===== src/rtl/cwin_pkg.sv =====
package cwin_pkg;
  // Power-on upper-address value of each page; idx outside 0..15 gives 0.
  function automatic logic [31:0] page_reset_val(input int idx);
    case (idx)
      0:  page_reset_val = 32'h000;
      1:  page_reset_val = 32'h001;
      2:  page_reset_val = 32'h002;
      3:  page_reset_val = 32'h002;
      4:  page_reset_val = 32'h082;
      5:  page_reset_val = 32'h100;
      6:  page_reset_val = 32'h100;
      7:  page_reset_val = 32'h180;
      8:  page_reset_val = 32'h180;
      9:  page_reset_val = 32'h400;
      10: page_reset_val = 32'h401;
      11: page_reset_val = 32'h102;
      12: page_reset_val = 32'h104;
      13: page_reset_val = 32'h106;
      14: page_reset_val = 32'h00E;
      15: page_reset_val = 32'h00F;
      default: page_reset_val = 32'h000;
    endcase
  endfunction
endpackage


===== src/rtl/cwin_regfile.sv =====
module cwin_regfile #(
  parameter int PAGES  = 16,
  parameter int UW     = 11,
  parameter int CFG_AW = 5,
  parameter int CFG_DW = 16
) (
  input  logic                      clk,
  input  logic                      rst,
  input  logic                      cfg_we,
  input  logic [CFG_AW-1:0]         cfg_addr,
  input  logic [CFG_DW-1:0]         cfg_wdata,
  output logic [CFG_DW-1:0]         cfg_rdata,
  output logic [PAGES-1:0][UW-1:0]  page_tbl,
  output logic [PAGES-1:0]          page_mask
);
  import cwin_pkg::*;

  localparam int PB = $clog2(PAGES);
  localparam logic [CFG_AW-1:0] MASK_OFS = CFG_AW'(PAGES);

  // One register per page, each with its own power-on value.
  for (genvar i = 0; i < PAGES; i++) begin : g_page
    always_ff @(posedge clk) begin
      if (rst)
        page_tbl[i] <= UW'(page_reset_val(i));
      else if (cfg_we && cfg_addr == CFG_AW'(i))
        page_tbl[i] <= cfg_wdata[UW-1:0];
    end
  end

  always_ff @(posedge clk) begin
    if (rst)
      page_mask <= '0;
    else if (cfg_we && cfg_addr == MASK_OFS)
      page_mask <= cfg_wdata[PAGES-1:0];
  end

  // Registered read-back; same-cycle writes are not yet visible.
  always_ff @(posedge clk) begin
    if (rst)
      cfg_rdata <= '0;
    else if (cfg_addr < MASK_OFS)
      cfg_rdata <= CFG_DW'(page_tbl[cfg_addr[PB-1:0]]);
    else if (cfg_addr == MASK_OFS)
      cfg_rdata <= CFG_DW'(page_mask);
    else
      cfg_rdata <= '0;
  end
endmodule


===== src/rtl/cwin_xlate.sv =====
module cwin_xlate #(
  parameter int PAGES = 16,
  parameter int UW    = 11,
  parameter int AW    = 32
) (
  input  logic                      clk,
  input  logic                      rst,
  input  logic [PAGES-1:0][UW-1:0]  page_tbl,
  input  logic [PAGES-1:0]          page_mask,
  input  logic                      data_en,
  input  logic                      instr_en,
  input  logic                      cpu_valid,
  input  logic [AW-1:0]             cpu_addr,
  input  logic                      cpu_is_instr,
  output logic                      bus_valid,
  output logic [AW-1:0]             bus_addr,
  output logic                      bus_cacheable
);
  localparam int LOW_W = AW - UW;
  localparam int PB    = $clog2(PAGES);
  localparam int TOP_W = AW - LOW_W - PB;

  logic [PB-1:0] page;
  logic          in_win;
  logic          type_en;
  logic [AW-1:0] mapped;
  logic          cach_nxt;

  always_comb begin
    page     = cpu_addr[LOW_W +: PB];
    in_win   = (cpu_addr[AW-1 -: TOP_W] == '0);
    type_en  = cpu_is_instr ? instr_en : data_en;
    mapped   = in_win ? {page_tbl[page], cpu_addr[LOW_W-1:0]} : cpu_addr;
    cach_nxt = cpu_valid & in_win & page_mask[page] & type_en;
  end

  always_ff @(posedge clk) begin
    if (rst) begin
      bus_valid     <= 1'b0;
      bus_addr      <= '0;
      bus_cacheable <= 1'b0;
    end else begin
      bus_valid     <= cpu_valid;
      bus_addr      <= mapped;
      bus_cacheable <= cach_nxt;
    end
  end
endmodule


===== src/rtl/cwin_remap.sv =====
module cwin_remap #(
  parameter int PAGES  = 16,
  parameter int UW     = 11,
  parameter int AW     = 32,
  parameter int CFG_AW = 5,
  parameter int CFG_DW = 16
) (
  input  logic              clk,
  input  logic              rst,
  input  logic              cfg_we,
  input  logic [CFG_AW-1:0] cfg_addr,
  input  logic [CFG_DW-1:0] cfg_wdata,
  output logic [CFG_DW-1:0] cfg_rdata,
  input  logic              data_en,
  input  logic              instr_en,
  input  logic              cpu_valid,
  input  logic [AW-1:0]     cpu_addr,
  input  logic              cpu_is_instr,
  output logic              bus_valid,
  output logic [AW-1:0]     bus_addr,
  output logic              bus_cacheable
);
  logic [PAGES-1:0][UW-1:0] page_tbl;
  logic [PAGES-1:0]         page_mask;

  cwin_regfile #(.PAGES(PAGES), .UW(UW), .CFG_AW(CFG_AW), .CFG_DW(CFG_DW)) u_regs (
    .clk(clk), .rst(rst), .cfg_we(cfg_we), .cfg_addr(cfg_addr),
    .cfg_wdata(cfg_wdata), .cfg_rdata(cfg_rdata),
    .page_tbl(page_tbl), .page_mask(page_mask)
  );

  cwin_xlate #(.PAGES(PAGES), .UW(UW), .AW(AW)) u_xlate (
    .clk(clk), .rst(rst), .page_tbl(page_tbl), .page_mask(page_mask),
    .data_en(data_en), .instr_en(instr_en), .cpu_valid(cpu_valid),
    .cpu_addr(cpu_addr), .cpu_is_instr(cpu_is_instr),
    .bus_valid(bus_valid), .bus_addr(bus_addr), .bus_cacheable(bus_cacheable)
  );
endmodule


===== config.mk =====
export PLATFORM = sky130hd
export DESIGN_NAME = cwin_remap
export DESIGN_NICKNAME = d
export VERILOG_FILES = /design/src/rtl/cwin_pkg.sv /design/src/rtl/cwin_regfile.sv /design/src/rtl/cwin_xlate.sv /design/src/rtl/cwin_remap.sv
export SDC_FILE = /design/constraint.sdc
export NUM_CORES = 1
export LEC_CHECK = 0
export BUFFER_PORTS_ARGS = -buffer_cell sky130_fd_sc_hd__buf_4
export CAP_MARGIN = 25
export CORE_ASPECT_RATIO = 0.8
export CORE_UTILIZATION = 25
export CTS_BUF_LIST = sky130_fd_sc_hd__clkbuf_4 sky130_fd_sc_hd__clkbuf_8
export DETAILED_ROUTE_END_ITERATION = 12
export GPL_TIMING_DRIVEN = 1
export PLACE_DENSITY = 0.37
export SLEW_MARGIN = 15
export SYNTH_ARGS = -nofsm -noshare
export SYNTH_HDL_FRONTEND = slang
export SYNTH_SLANG_ARGS = --single-unit

===== constraint.sdc =====
create_clock -name clk -period 2.35 [get_ports clk]
set_input_delay 0.5875 -clock clk [delete_from_list [all_inputs] [get_ports clk]]
set_output_delay 0.5875 -clock clk [all_outputs]
set_load 0.01 [all_outputs]

==> results.py <==
metrics = {
    "cts": {
        "ctsResizeCount": 0,
        "cts_root_buf": "clkbuf_8",
        "clk_path_buf_depth": 3,
        "ctsHtreeMaxLevel": 2,
        "path_clk_slew_ns": 0.06,
        "postCtsHoldBufs": 0,
        "cts_setup_buffers": 0,
        "cts_tree": "done",
        "cts_buffers": 43,
        "cts.sinks": 242,
        "clk_latency_ns": 0.59,
    },
    "pwr": {
        "power_leakage_nw": 5.29,
        "ir_worst_vdd_v": 0.000384,
        "total_power_w": 0.00915,
        "power_density_nw_per_um2": 651,
    },
    "route": {
        "vias": 9549,
        "drt-pass1-iter-count": 5,
        "drc": 0,
        "wl_per_cell_um": 22.1,
        "vias_per_cell": 4.92,
        "drt-initial-drc-count": 619,
        "drtAntennaViolNets": 0,
        "wirelength_um": 42800,
    },
    "timing": {
        "setup_viol": 0,
        "min_period_over_period_pct": 74.4,
        "slew_violations": 0,
        "rsz0062_at_grt": "false",
        "worst_slew_pin_slew_ns": 1.05,
        "finalSetupTns_ns": 0,
        "min_period_ns": 1.75,
        "hold_viol": 0,
        "finalClockSkew_ns": 0.0270,
        "slew_headroom_pct": 30.0,
        "hold_slack_ns": 0.223,
        "fmax_mhz": 572,
    },
    "yosys": {
        "synth_edf_count": 0,
        "async_flop_share_pct": 0,
        "ys_ff_latch": 242,
        "syn_nets": 1271,
        "avgSynthCellArea_um2": 9.57,
        "ys_warn_count": 0,
        "synth_cell_types": 45,
        "synthCells": 1211,
        "seq_area_frac_synth_pct": 41.8,
        "syn_area_um2": 11600,
        "synth_ff_type": "dfxtp_1",
    },
    "worst_hold_path": {
        "hp-class": "primary input to flop",
    },
    "placed_design": {
        "place_area_um2": 13200,
        "hpwl_um": 29700,
        "numPortBuffers": 109,
        "gp_congestion": 0.782,
    },
    "critical_path": {
        "cp_max_fo": 1,
        "rrSetupSlack_ns": 0.85,
        "crit_path_top_delay_cell": "dfxtp_1",
        "r2r_cells": 4,
        "max_stage_delay_ns": 0.42,
        "worstPathRequired_ns": 1.76,
        "setup.worst_path.end": "bus_addr[21]",
        "worst-path-buf-inv": 1,
        "critPathLaunch": "u_xlate.bus_addr[21]",
        "crit_path_end_kind": "output port",
        "timing.rr.start": "u_regs.page_tbl[21]",
        "crit_chain": "buf_4",
        "cp.arrival_ns": 1.16,
        "r2r-end": "u_xlate.bus_addr[31]",
        "cp_num_cells": 1,
        "crit_type": "flop to output port",
        "start_kind": "flop",
        "crit_family": "flip-flops",
    },
    "floorplanning": {
        "die_area_um2": 47200,
        "ios": 110,
        "num_rows": 70,
        "die_height_um": 195,
        "core_um2": 45700,
        "initial_utilization_pct": 25.3,
        "die_w_um": 243,
    },
    "grt": {
        "grt_max_degree": 69,
        "grt_use_total_pct": 18.0,
        "grt_pass1_wl_um": 63900,
        "gr-total-overflow": 0,
        "first_global_vias": 9574,
        "antenna_found_initial": 0,
    },
    "layout": {
        "fill_cells": 4817,
        "syn_to_final_growth_pct": 21.3,
        "final_cell_mix": "242 x dfxtp_1, 233 x nand2_1, 161 x buf_4",
        "nets": 1363,
        "final_area_um2": 14100,
        "multiInputGateArea_um2": 6040,
        "ff_latch_area_um2": 4840,
        "drive_gt1_share_pct": 25.0,
        "mostFrequentLayoutCell": "dfxtp_1",
        "fin_util_pct": 30.7,
        "n_antenna_cell": 0,
    },
    "job": {
        "cap_violations": 0,
    },
    "status": {
        "outcome": "complete, no violations",
    },
}
how the worst min path moves through the flow:
stage | start | endpoint | cells after the start
6_report | cpu_addr[18] | u_xlate.bus_addr[18] | 2
5_1_grt | cpu_addr[17] | u_xlate.bus_addr[17] | 2
4_1_cts | cpu_addr[17] | u_xlate.bus_addr[17] | 2
3_5_place_dp | u_regs.page_tbl[164] | u_regs.page_tbl[164] | 2
3_3_place_gp | u_regs.page_tbl[164] | u_regs.page_tbl[164] | 2
2_1_floorplan | u_regs.page_mask[0] | u_regs.cfg_rdata[0] | 2
synthesized netlist by cell type, types with 2 or more instances:
| master | n | area [um2] |
|---|---|---|
| mux4_1 | 12 | 315 |
| nand2_1 | 233 | 875 |
| o221ai_1 | 7 | 61.3 |
| a211o_1 | 4 | 35.0 |
| nor3_1 | 4 | 20.0 |
| nor2_1 | 39 | 146 |
| or3_1 | 5 | 31.3 |
| mux4_2 | 68 | 1530 |
| nand3_1 | 124 | 621 |
| clkbuf_1 | 57 | 214 |
| buf_6 | 11 | 124 |
| and2_1 | 6 | 37.5 |
| buf_4 | 11 | 82.6 |
| nand2b_1 | 17 | 106 |
| nor2b_1 | 33 | 206 |
| mux2_2 | 5 | 56.3 |
| dfxtp_1 | 242 | 4840 |
| and4bb_2 | 2 | 25.0 |
| a22oi_1 | 22 | 165 |
| buf_2 | 49 | 245 |
| a311oi_1 | 3 | 26.3 |
| nand3b_1 | 24 | 180 |
| a21oi_1 | 135 | 676 |
| mux2i_1 | 77 | 771 |
power by group:
part | internal [W] | leakage, nW | switching [W]
combinational | 0.000370 | 2.87 | 0.000509
clock | 0.00224 | 0.458 | 0.00182
sequential | 0.00417 | 1.96 | 0.0000402
layout make-up:
class	instances	area share (%)
multi-input cells	835	43.0
flip-flops and latches	242	34.5
repair buffers	178	11.0
clock buffers	70	6.01
well taps	612	5.45
inverters	3	0.116
clock inverters	1	0.0356
stage by stage:
stage               worst slack [ns]  cells
detailed placement            0.0613   1870
finish                         0.601   1941
floorplan                      0.499   1211
CTS                            0.563   1941
global placement              0.0624   1870
global route                   0.565   1941
layer usage:
layer | GRT usage [%] | part of all wire (%) | routed length, um
met4 | 4.80 | 2.0 | 875
met3 | 2.91 | 4.1 | 1750
met5 | 0 | 0 | 0
met2 | 27.9 | 45 | 19300
met1 | 25.8 | 49 | 20900
sequential cells by signal, indices dropped and copies added, names as in the netlist:
| name | flops |
|---|---|
| u_regs.cfg_rdata | 16 |
| u_regs.page_mask | 16 |
| u_regs.page_tbl | 176 |
| u_xlate.bus_addr | 32 |
| u_xlate.bus_cacheable | 1 |
| u_xlate.bus_valid | 1 |
worst reg2reg max path, stage by stage (launching register included):
cell and delay [ns]:
dfxtp_1 0.34, mux4_1 0.55, o211a_1 0.15, a221oi_1 0.21
a211oi_1 0.12
cells by family after synthesis:
family | after synthesis | synth area share, %
flip-flops | 242 | 41.8
AO/OA/AOI/OAI | 178 | 8.79
multiplexers | 162 | 23.1
AND/OR/NAND/NOR | 495 | 20.1
buffers and inverters | 134 | 6.21
Note: power is estimated with default switching activity, not from simulation.
